### config.mk
export PLATFORM = sky130hd
export DESIGN_NAME = intr_present_ctrl
export DESIGN_NICKNAME = d
export VERILOG_FILES = /design/src/rtl/ipc_pkg.sv /design/src/rtl/ipc_op_sel.sv /design/src/rtl/ipc_dlv_arb.sv /design/src/rtl/ipc_ipi_eval.sv /design/src/rtl/ipc_pulse_reg.sv /design/src/rtl/intr_present_ctrl.sv
export SDC_FILE = /design/constraint.sdc
export NUM_CORES = 1
export LEC_CHECK = 0
export ABC_AREA = 1
export BUFFER_PORTS_ARGS = -buffer_cell sky130_fd_sc_hd__buf_4
export CAP_MARGIN = 20
export CORE_MARGIN = 4
export CORE_UTILIZATION = 40
export DETAILED_ROUTE_END_ITERATION = 8
export PLACE_DENSITY_LB_ADDON = 0.08
export SLEW_MARGIN = 20
export SYNTH_ARGS = -nofsm -noshare
export SYNTH_HDL_FRONTEND = slang
export SYNTH_HIERARCHICAL = 1
export SYNTH_SLANG_ARGS = --single-unit
export TNS_END_PERCENT = 5
### constraint.sdc
create_clock -name clk -period 3.2 [get_ports clk]
set_input_delay 0.32 -clock clk [delete_from_list [all_inputs] [get_ports clk]]
set_output_delay 0.32 -clock clk [all_outputs]
set_load 0.005 [all_outputs]
### src/rtl/ipc_pkg.sv
package ipc_pkg;
   typedef enum logic [2:0] {
      OP_NONE = 3'd0,
      OP_ACK  = 3'd1,
      OP_EOI  = 3'd2,
      OP_THR  = 3'd3,
      OP_IPI  = 3'd4
   } op_e;
endpackage

### src/rtl/ipc_op_sel.sv
module ipc_op_sel (
   input  logic          ack_rd,
   input  logic          eoi_wr,
   input  logic          thr_wr,
   input  logic          ipi_wr,
   output ipc_pkg::op_e  op
);
   always_comb begin
      if (ack_rd)      op = ipc_pkg::OP_ACK;
      else if (eoi_wr) op = ipc_pkg::OP_EOI;
      else if (thr_wr) op = ipc_pkg::OP_THR;
      else if (ipi_wr) op = ipc_pkg::OP_IPI;
      else             op = ipc_pkg::OP_NONE;
   end
endmodule

### src/rtl/ipc_dlv_arb.sv
module ipc_dlv_arb #(
   parameter int PRIO_W = 8
) (
   input  logic              valid,
   input  logic              blocked,
   input  logic [PRIO_W-1:0] prio,
   input  logic [PRIO_W-1:0] thr,
   input  logic              busy,
   input  logic [PRIO_W-1:0] pend_prio,
   output logic              accept,
   output logic              reject
);
   logic wins;
   always_comb begin
      wins   = (prio < thr) && (!busy || (prio < pend_prio));
      accept = valid && !blocked && wins;
      reject = valid && !accept;
   end
endmodule

### src/rtl/ipc_ipi_eval.sv
module ipc_ipi_eval #(
   parameter int PRIO_W = 8
) (
   input  logic [PRIO_W-1:0] level,
   input  logic [PRIO_W-1:0] thr,
   input  logic              busy,
   input  logic [PRIO_W-1:0] pend_prio,
   output logic              take
);
   assign take = (level < thr) && (!busy || (level < pend_prio));
endmodule

### src/rtl/ipc_pulse_reg.sv
module ipc_pulse_reg #(
   parameter int W   = 8,
   parameter bit REG = 1'b1
) (
   input  logic         clk,
   input  logic         rst_n,
   input  logic [W-1:0] d,
   output logic [W-1:0] q
);
   generate
      if (REG) begin : g_reg
         always_ff @(posedge clk) begin
            if (!rst_n) q <= '0;
            else        q <= d;
         end
      end else begin : g_pass
         assign q = d;
      end
   endgenerate
endmodule

### src/rtl/intr_present_ctrl.sv
module intr_present_ctrl #(
   parameter int NUM_W   = 24,
   parameter int PRIO_W  = 8,
   parameter int IPI_NUM = 2,
   parameter bit MSG_REG = 1'b1
) (
   input  logic                    clk,
   input  logic                    rst_n,
   input  logic                    dlv_valid,
   input  logic [NUM_W-1:0]        dlv_num,
   input  logic [PRIO_W-1:0]       dlv_prio,
   output logic                    dlv_accept,
   output logic                    dlv_reject,
   input  logic                    ack_rd,
   input  logic                    thr_wr,
   input  logic [PRIO_W-1:0]       thr_wdata,
   input  logic                    ipi_wr,
   input  logic [PRIO_W-1:0]       ipi_wdata,
   input  logic                    eoi_wr,
   input  logic [PRIO_W+NUM_W-1:0] eoi_wdata,
   output logic [PRIO_W+NUM_W-1:0] pres_word,
   output logic [PRIO_W-1:0]       ipi_level,
   output logic                    irq_out,
   output logic                    rej_valid,
   output logic [NUM_W-1:0]        rej_num,
   output logic                    eoi_valid,
   output logic [NUM_W-1:0]        eoi_num,
   output logic                    resend_pulse
);
   localparam int XW    = PRIO_W + NUM_W;
   localparam int MSG_W = 2 * NUM_W + 3;
   localparam logic [PRIO_W-1:0] PRIO_NONE = {PRIO_W{1'b1}};
   localparam logic [NUM_W-1:0]  IPI_ID    = NUM_W'(IPI_NUM);

   generate
      if (PRIO_W < 2) begin : g_bad_prio
         $error("PRIO_W must be at least 2");
      end
      if (NUM_W < 2) begin : g_bad_num
         $error("NUM_W must be at least 2");
      end
      if (IPI_NUM <= 0 || IPI_NUM >= (1 << (NUM_W > 30 ? 30 : NUM_W))) begin : g_bad_ipi
         $error("IPI_NUM must be nonzero and fit in NUM_W bits");
      end
   endgenerate

   logic [PRIO_W-1:0] thr_q, pend_q, lvl_q;
   logic [NUM_W-1:0]  xisr_q;
   logic              own_q;
   logic [PRIO_W-1:0] thr_n, pend_n, lvl_n;
   logic [NUM_W-1:0]  xisr_n;
   logic              own_n;
   logic              rej_v_n, eoi_v_n, rs_n;
   logic [NUM_W-1:0]  rej_num_n;
   logic              busy;
   ipc_pkg::op_e      op;
   logic [PRIO_W-1:0] ipi_thr, ipi_lvl;
   logic              ipi_take;
   logic [PRIO_W-1:0] eoi_thr;

   assign busy    = (xisr_q != '0);
   assign eoi_thr = eoi_wdata[XW-1:NUM_W];

   ipc_op_sel u_sel (
      .ack_rd (ack_rd), .eoi_wr (eoi_wr), .thr_wr (thr_wr), .ipi_wr (ipi_wr), .op (op)
   );

   ipc_dlv_arb #(.PRIO_W(PRIO_W)) u_arb (
      .valid     (dlv_valid),
      .blocked   (op != ipc_pkg::OP_NONE),
      .prio      (dlv_prio),
      .thr       (thr_q),
      .busy      (busy),
      .pend_prio (pend_q),
      .accept    (dlv_accept),
      .reject    (dlv_reject)
   );

   // The threshold and level compared depend on the operation being performed
   always_comb begin
      ipi_thr = thr_q;
      ipi_lvl = lvl_q;
      case (op)
         ipc_pkg::OP_EOI: ipi_thr = eoi_thr;
         ipc_pkg::OP_THR: ipi_thr = thr_wdata;
         ipc_pkg::OP_IPI: ipi_lvl = ipi_wdata;
         default: ;
      endcase
   end

   ipc_ipi_eval #(.PRIO_W(PRIO_W)) u_ipi (
      .level (ipi_lvl), .thr (ipi_thr), .busy (busy), .pend_prio (pend_q), .take (ipi_take)
   );

   always_comb begin
      thr_n     = thr_q;
      pend_n    = pend_q;
      lvl_n     = lvl_q;
      xisr_n    = xisr_q;
      own_n     = own_q;
      rej_v_n   = 1'b0;
      rej_num_n = xisr_q;
      eoi_v_n   = 1'b0;
      rs_n      = 1'b0;
      case (op)
         ipc_pkg::OP_ACK: begin
            thr_n  = pend_q;
            xisr_n = '0;
            pend_n = PRIO_NONE;
            own_n  = 1'b0;
         end
         ipc_pkg::OP_EOI: begin
            thr_n   = eoi_thr;
            eoi_v_n = 1'b1;
            if (!busy) begin
               rs_n = 1'b1;
               if (ipi_take) begin
                  xisr_n = IPI_ID;
                  pend_n = lvl_q;
                  own_n  = 1'b0;
               end
            end
         end
         ipc_pkg::OP_THR: begin
            thr_n = thr_wdata;
            if (thr_wdata < thr_q) begin
               if (busy && (thr_wdata <= pend_q)) begin
                  xisr_n  = '0;
                  pend_n  = PRIO_NONE;
                  own_n   = 1'b0;
                  rej_v_n = own_q;
               end
            end else if (!busy) begin
               rs_n = 1'b1;
               if (ipi_take) begin
                  xisr_n = IPI_ID;
                  pend_n = lvl_q;
                  own_n  = 1'b0;
               end
            end
         end
         ipc_pkg::OP_IPI: begin
            lvl_n = ipi_wdata;
            if (ipi_take) begin
               rej_v_n = busy && own_q;
               xisr_n  = IPI_ID;
               pend_n  = ipi_wdata;
               own_n   = 1'b0;
            end
         end
         default: begin
            if (dlv_accept) begin
               rej_v_n = busy && own_q;
               xisr_n  = dlv_num;
               pend_n  = dlv_prio;
               own_n   = 1'b1;
            end
         end
      endcase
   end

   always_ff @(posedge clk) begin
      if (!rst_n) begin
         thr_q  <= '0;
         pend_q <= PRIO_NONE;
         lvl_q  <= PRIO_NONE;
         xisr_q <= '0;
         own_q  <= 1'b0;
      end else begin
         thr_q  <= thr_n;
         pend_q <= pend_n;
         lvl_q  <= lvl_n;
         xisr_q <= xisr_n;
         own_q  <= own_n;
      end
   end

   logic [MSG_W-1:0] msg_d, msg_q;
   assign msg_d = {rej_v_n, rej_num_n, eoi_v_n, eoi_wdata[NUM_W-1:0], rs_n};

   ipc_pulse_reg #(.W(MSG_W), .REG(MSG_REG)) u_msg (
      .clk (clk), .rst_n (rst_n), .d (msg_d), .q (msg_q)
   );

   assign {rej_valid, rej_num, eoi_valid, eoi_num, resend_pulse} = msg_q;
   assign pres_word = {thr_q, xisr_q};
   assign ipi_level = lvl_q;
   assign irq_out   = busy;

   // one response per offer
   p_one_resp_r2: assert property (@(posedge clk) disable iff (!rst_n)
      dlv_valid |-> (dlv_accept ^ dlv_reject));
   // operations block offers
   p_op_blocks_r2: assert property (@(posedge clk) disable iff (!rst_n)
      (dlv_valid && (ack_rd || eoi_wr || thr_wr || ipi_wr)) |-> dlv_reject);
   // taken offer becomes pending
   p_take_r3: assert property (@(posedge clk) disable iff (!rst_n)
      dlv_accept |=> (pres_word[NUM_W-1:0] == $past(dlv_num)) && irq_out);
   // acknowledge empties the holder
   p_ack_r4: assert property (@(posedge clk) disable iff (!rst_n)
      ack_rd |=> (pres_word[NUM_W-1:0] == '0) && !irq_out);
   // request level stored
   p_lvl_r7: assert property (@(posedge clk) disable iff (!rst_n)
      (ipi_wr && !ack_rd && !eoi_wr && !thr_wr) |=> (ipi_level == $past(ipi_wdata)));

   generate
      if (MSG_REG) begin : g_msg_chk
         // a reject only names something that was pending
         p_rej_held_r3: assert property (@(posedge clk) disable iff (!rst_n)
            rej_valid |-> ($past(xisr_q) != '0) && (rej_num == $past(xisr_q)));
         // resend only from an empty holder
         p_resend_empty_r6: assert property (@(posedge clk) disable iff (!rst_n)
            resend_pulse |-> ($past(xisr_q) == '0));
         // end-of-interrupt forwarded
         p_eoi_fwd_r8: assert property (@(posedge clk) disable iff (!rst_n)
            (eoi_wr && !ack_rd) |=> eoi_valid && (eoi_num == $past(eoi_wdata[NUM_W-1:0])));
      end
   endgenerate
endmodule

==> tab_implementation.tex <==
\begin{tabular}{lr}
\hline
Metric & Value \\
\hline
\multicolumn{2}{l}{\textbf{Critical path}} \\
\quad Top cell family by delay on the critical path & simple AND/OR/NAND/NOR gates \\
\quad Type of element capturing the critical path & register \\
\quad CP dominant cell by count & sky130\_fd\_sc\_hd\_\_nand2\_1 \\
\quad Worst setup path class & in -> reg \\
\quad Crit-path cells & buf\_4 -> inv\_2 -> nand2\_1 -> nor2\_2 -> nor2\_4 -> inv\_2 -> nor2\_2 -> buf\_12 -> a22oi\_1 -> o21ai\_0 -> inv\_1 -> ha\_1 -> a21oi\_1 -> nor2\_1 -> nor3\_1 -> nand2\_1 -> a21oi\_2 -> nand3\_1 -> buf\_4 -> o21ai\_0 -> nand3\_1 -> nand2\_1 -> nand2\_1 \\
\quad Worst Path Buf+Inv & 6 \\
\quad Crit path DAT & approximately 3000 ps \\
\quad Crit path max fanout & 13 \\
\quad Startpoint Class & primary input \\
\quad CP peak stage delay & 230 ps \\
\quad Required arrival time at the worst endpoint & between 3000 and 4000 ps \\
\quad Crit-path slowest cell & sky130\_fd\_sc\_hd\_\_ha\_1 \\
\multicolumn{2}{l}{\textbf{Place}} \\
\quad Final weighted congestion in routability-driven placement & 0.8843 \\
\quad Area of placed instances & $\sim$7300 um2 \\
\quad HPWL Detailed & between 10 and 15 mm \\
\quad Number of buffers added on ports & between 150 and 200 \\
\multicolumn{2}{l}{\textbf{Synth}} \\
\quad Number of enable-type register cells in the synthesized netlist & 0 \\
\quad Unique masters post-synth & 32 \\
\quad Synthesized netlist net count & just under 1,000 \\
\quad Number of instances in the synthesized netlist & 837 \\
\quad Area of the mapped netlist & 5650 um2 \\
\quad Average footprint of a synthesized cell & around 6.8 um2 \\
\quad Seq/Total Area, Yosys & 0.3543 \\
\quad Post-synthesis sequential element count & 100 \\
\quad Async SR Flop Fraction & 0 \\
\quad Yosys warning total & 6 \\
\quad Most used DFF post-synth & sky130\_fd\_sc\_hd\_\_dfxtp\_1 \\
\multicolumn{2}{l}{\textbf{Finish}} \\
\quad Share of post-route cells with drive strength above 1 & 0.2544 \\
\quad Signed area change from the synthesized netlist to the final layout & 34.50\% \\
\quad Post-layout net count & roughly 1,200 \\
\quad ANT cells & 0 \\
\quad Final Instance Area & $\sim$7600 um2 \\
\multicolumn{2}{l}{\textbf{Global route}} \\
\quad Overall fraction of global-route tracks in use & 0.2201 \\
\quad Initial antenna violation count & 0 \\
\quad Maximum number of pins on one net before global-route repair & 61 \\
\quad First-pass GRT wire length & about 28 mm \\
\quad Number of global-route vias before repair & 5,560 \\
\quad Total overflow reported by the global router & 0 \\
\multicolumn{2}{l}{\textbf{Clock tree}} \\
\quad Number of buffers created by CTS & 9 \\
\quad TritonCTS clock tree & yes \\
\quad Skew-Pair Late Insertion Delay & 350 ps \\
\quad Number of clock sinks & 100 \\
\quad Root cell of the clock tree & sky130\_fd\_sc\_hd\_\_clkbuf\_16 \\
\quad CTS H-Tree Depth & 3 \\
\quad Worst-path clk slew & $\sim$70 ps \\
\quad Hold bufs inserted after CTS & 0 \\
\quad Number of buffers between clock root and the deepest sink & 2 \\
\multicolumn{2}{l}{\textbf{Timing}} \\
\quad Final-report setup violation count & 0 \\
\quad Hold slack final & $\sim$150 ps \\
\quad Relative max-transition margin & 0.4181 \\
\quad Worst Skew & around 11 ps \\
\quad Sum Neg Setup Slack & 0 ps \\
\quad Crit share post-route & 0.8832 \\
\quad Final hold violations & 0 \\
\quad Unrepaired setup endpoints after global routing & false \\
\quad Clock period minus worst slack & roughly 2800 ps \\
\quad Count of pins over their slew limit & 0 \\
\quad Max Clk Rate & 353.8 MHz \\
\quad Tightest Pin Transition & a little under 900 ps \\
\multicolumn{2}{l}{\textbf{Floorplanning}} \\
\quad Die height & around 130 um \\
\quad Core Rows & 43 \\
\quad Core Area & about 14,000 um2 \\
\quad Count of boundary I/O pins & roughly 180 \\
\quad Die ar. & between 15,000 and 20,000 um2 \\
\quad Die Wd & 126.9 um \\
\quad Effective utilization at floorplan & 0.4071 \\
\multicolumn{2}{l}{\textbf{Routing}} \\
\quad Number of vias after detailed routing & slightly below 6,000 \\
\quad First-pass iteration count of the detailed router & 5 \\
\quad Drt total wl & 18.07 mm \\
\quad Post-route ant nets & 0 \\
\quad Number of DRC markers after the initial detailed-route iteration & 381 \\
\quad Routed WL per cell & roughly 15 um \\
\quad Average vias per placed instance & a little under 5 \\
\quad Detailed-route DRC error count & 0 \\
\multicolumn{2}{l}{\textbf{Power and ir drop}} \\
\quad Leak & between 4 and 5 nW \\
\quad IR drop worst, VDD & $\sim$0.00029 V \\
\quad Total power draw & about 3.4 mW \\
\quad Total power density per cell area & roughly 450 nW/um2 \\
\multicolumn{2}{l}{\textbf{Worst hold path}} \\
\quad Class of the tightest hold or removal check & in -> reg \\
\multicolumn{2}{l}{\textbf{Job}} \\
\quad Total of max-cap violations & 0 \\
\multicolumn{2}{l}{\textbf{Outcome}} \\
\quad Run status & finished clean \\
\hline
\end{tabular}
cells by family after synthesis:
logic type	after synthesis	share of synthesized area
fa+ha+maj	43	0.09522
simple gates	423	0.3180
flops	100	0.3543
compound gates	106	0.1078
buf+inv	165	0.1247
per-stage QoR:
stage          worst slack, ps  cells  utilization
2_1_floorplan            80.73    837            -
3_3_place_gp             79.13   1194       0.5248
3_5_place_dp            -16.18   1194       0.5248
4_1_cts                  337.7   1210       0.5452
5_1_grt                 0.3295   1214       0.5475
6_report                 373.7   1214       0.5475
path summary, 6_finish.rpt:
check / end / startpoint / slack (ps) / cells after the start
max: pend_q[6] / ack_rd / 370 / 23
min: u_msg/q[8] / eoi_wdata[7] / 150 / 3
max reg2reg: pend_q[6] / thr_q[5] / 760 / 15
min reg2reg: own_q / own_q / 470 / 2
area by class of cell:
class                   instances  area (um2)
flip-flops and latches        100        2002
repair buffers                215        1652
clock buffers                  10       229.0
inverters                     131       491.7
clock inverters                 6       53.80
multi-input cells             572        2947
fillers                      1433        6281
well taps                     180       225.2
report_power, final:
part,total (mW),internal (mW),switching [mW]
logic,0.926,0.401,0.525
clock network,1.07,0.543,0.525
registers,1.40,1.32,0.0783
total,3.39,2.26,1.13
worst min-delay path, stage by stage:
cell and delay (ps):
sky130_fd_sc_hd__buf_4 80, sky130_fd_sc_hd__nand2_1 40, sky130_fd_sc_hd__inv_1 40
metal layers:
layer	share of wire	up-vias	GRT usage
li1	-	3050	-
met1	0.47	2674	0.3127
met3	0.075	24	0.03958
met2	0.44	218	0.3403
met4	0.016	0	0.06688
met5	0	-	0
synthesized netlist by cell type (2+ instances only):
master	n	share of area
sky130_fd_sc_hd__nor2_2	3	0.0033
sky130_fd_sc_hd__nor2_1	51	0.034
sky130_fd_sc_hd__a21oi_2	3	0.0047
sky130_fd_sc_hd__inv_2	16	0.011
sky130_fd_sc_hd__dfxtp_1	100	0.35
sky130_fd_sc_hd__a221oi_1	7	0.011
sky130_fd_sc_hd__nor3_1	5	0.0044
sky130_fd_sc_hd__a22oi_1	8	0.011
sky130_fd_sc_hd__ha_1	43	0.095
sky130_fd_sc_hd__buf_2	5	0.0044
sky130_fd_sc_hd__o21a_1	2	0.0027
sky130_fd_sc_hd__nand3_1	71	0.063
sky130_fd_sc_hd__nand2_2	3	0.0033
sky130_fd_sc_hd__nand4_1	26	0.029
sky130_fd_sc_hd__clkbuf_1	13	0.0086
sky130_fd_sc_hd__buf_4	9	0.012
sky130_fd_sc_hd__nand2_1	258	0.17
sky130_fd_sc_hd__a21oi_1	62	0.055
sky130_fd_sc_hd__o21ai_0	19	0.017
sky130_fd_sc_hd__inv_1	115	0.076
sky130_fd_sc_hd__buf_6	6	0.012
sky130_fd_sc_hd__nor2_4	2	0.0040
flip-flops by register name, summed over array words and instances, names as in the netlist:
name,cells
own_q,1
rej_num_n,24
thr_q,8
ipi_level,8
pend_q,8
u_msg/q,51
placed cells by master, fill, tap and decap left out:
master / count
sky130_fd_sc_hd__clkinv_4: 2
sky130_fd_sc_hd__and2_1: 1
sky130_fd_sc_hd__nand3_1: 71
sky130_fd_sc_hd__nor2_2: 4
sky130_fd_sc_hd__buf_4: 212
sky130_fd_sc_hd__nor3_1: 5
sky130_fd_sc_hd__dfxtp_1: 100
sky130_fd_sc_hd__o21ai_0: 19
sky130_fd_sc_hd__a21boi_0: 1
sky130_fd_sc_hd__inv_1: 115
sky130_fd_sc_hd__o21bai_1: 1
sky130_fd_sc_hd__inv_6: 2
sky130_fd_sc_hd__a22oi_1: 8
sky130_fd_sc_hd__buf_12: 3
sky130_fd_sc_hd__nand3_2: 1
sky130_fd_sc_hd__nand2_4: 1
sky130_fd_sc_hd__nor2_1: 50
sky130_fd_sc_hd__ha_1: 43
sky130_fd_sc_hd__o2111ai_1: 1
sky130_fd_sc_hd__nand2_2: 3
sky130_fd_sc_hd__a21oi_2: 3
sky130_fd_sc_hd__o21a_1: 2
sky130_fd_sc_hd__o21a_2: 1
sky130_fd_sc_hd__nand4_1: 26
sky130_fd_sc_hd__a21oi_1: 62
sky130_fd_sc_hd__or2_2: 1
sky130_fd_sc_hd__clkbuf_16: 9
sky130_fd_sc_hd__o21ai_2: 1
sky130_fd_sc_hd__nor2_4: 2
sky130_fd_sc_hd__a221oi_1: 7
sky130_fd_sc_hd__inv_8: 1
sky130_fd_sc_hd__inv_2: 16
sky130_fd_sc_hd__clkbuf_1: 1
sky130_fd_sc_hd__nand2_1: 258
sky130_fd_sc_hd__clkinvlp_4: 1
timing repair:
item                       in CTS  in global routing
setup endpoints to repair       0                  4
setup buffers                   0                  4
gates resized for setup         0                  1
Note: power is estimated with default switching activity, not from simulation.
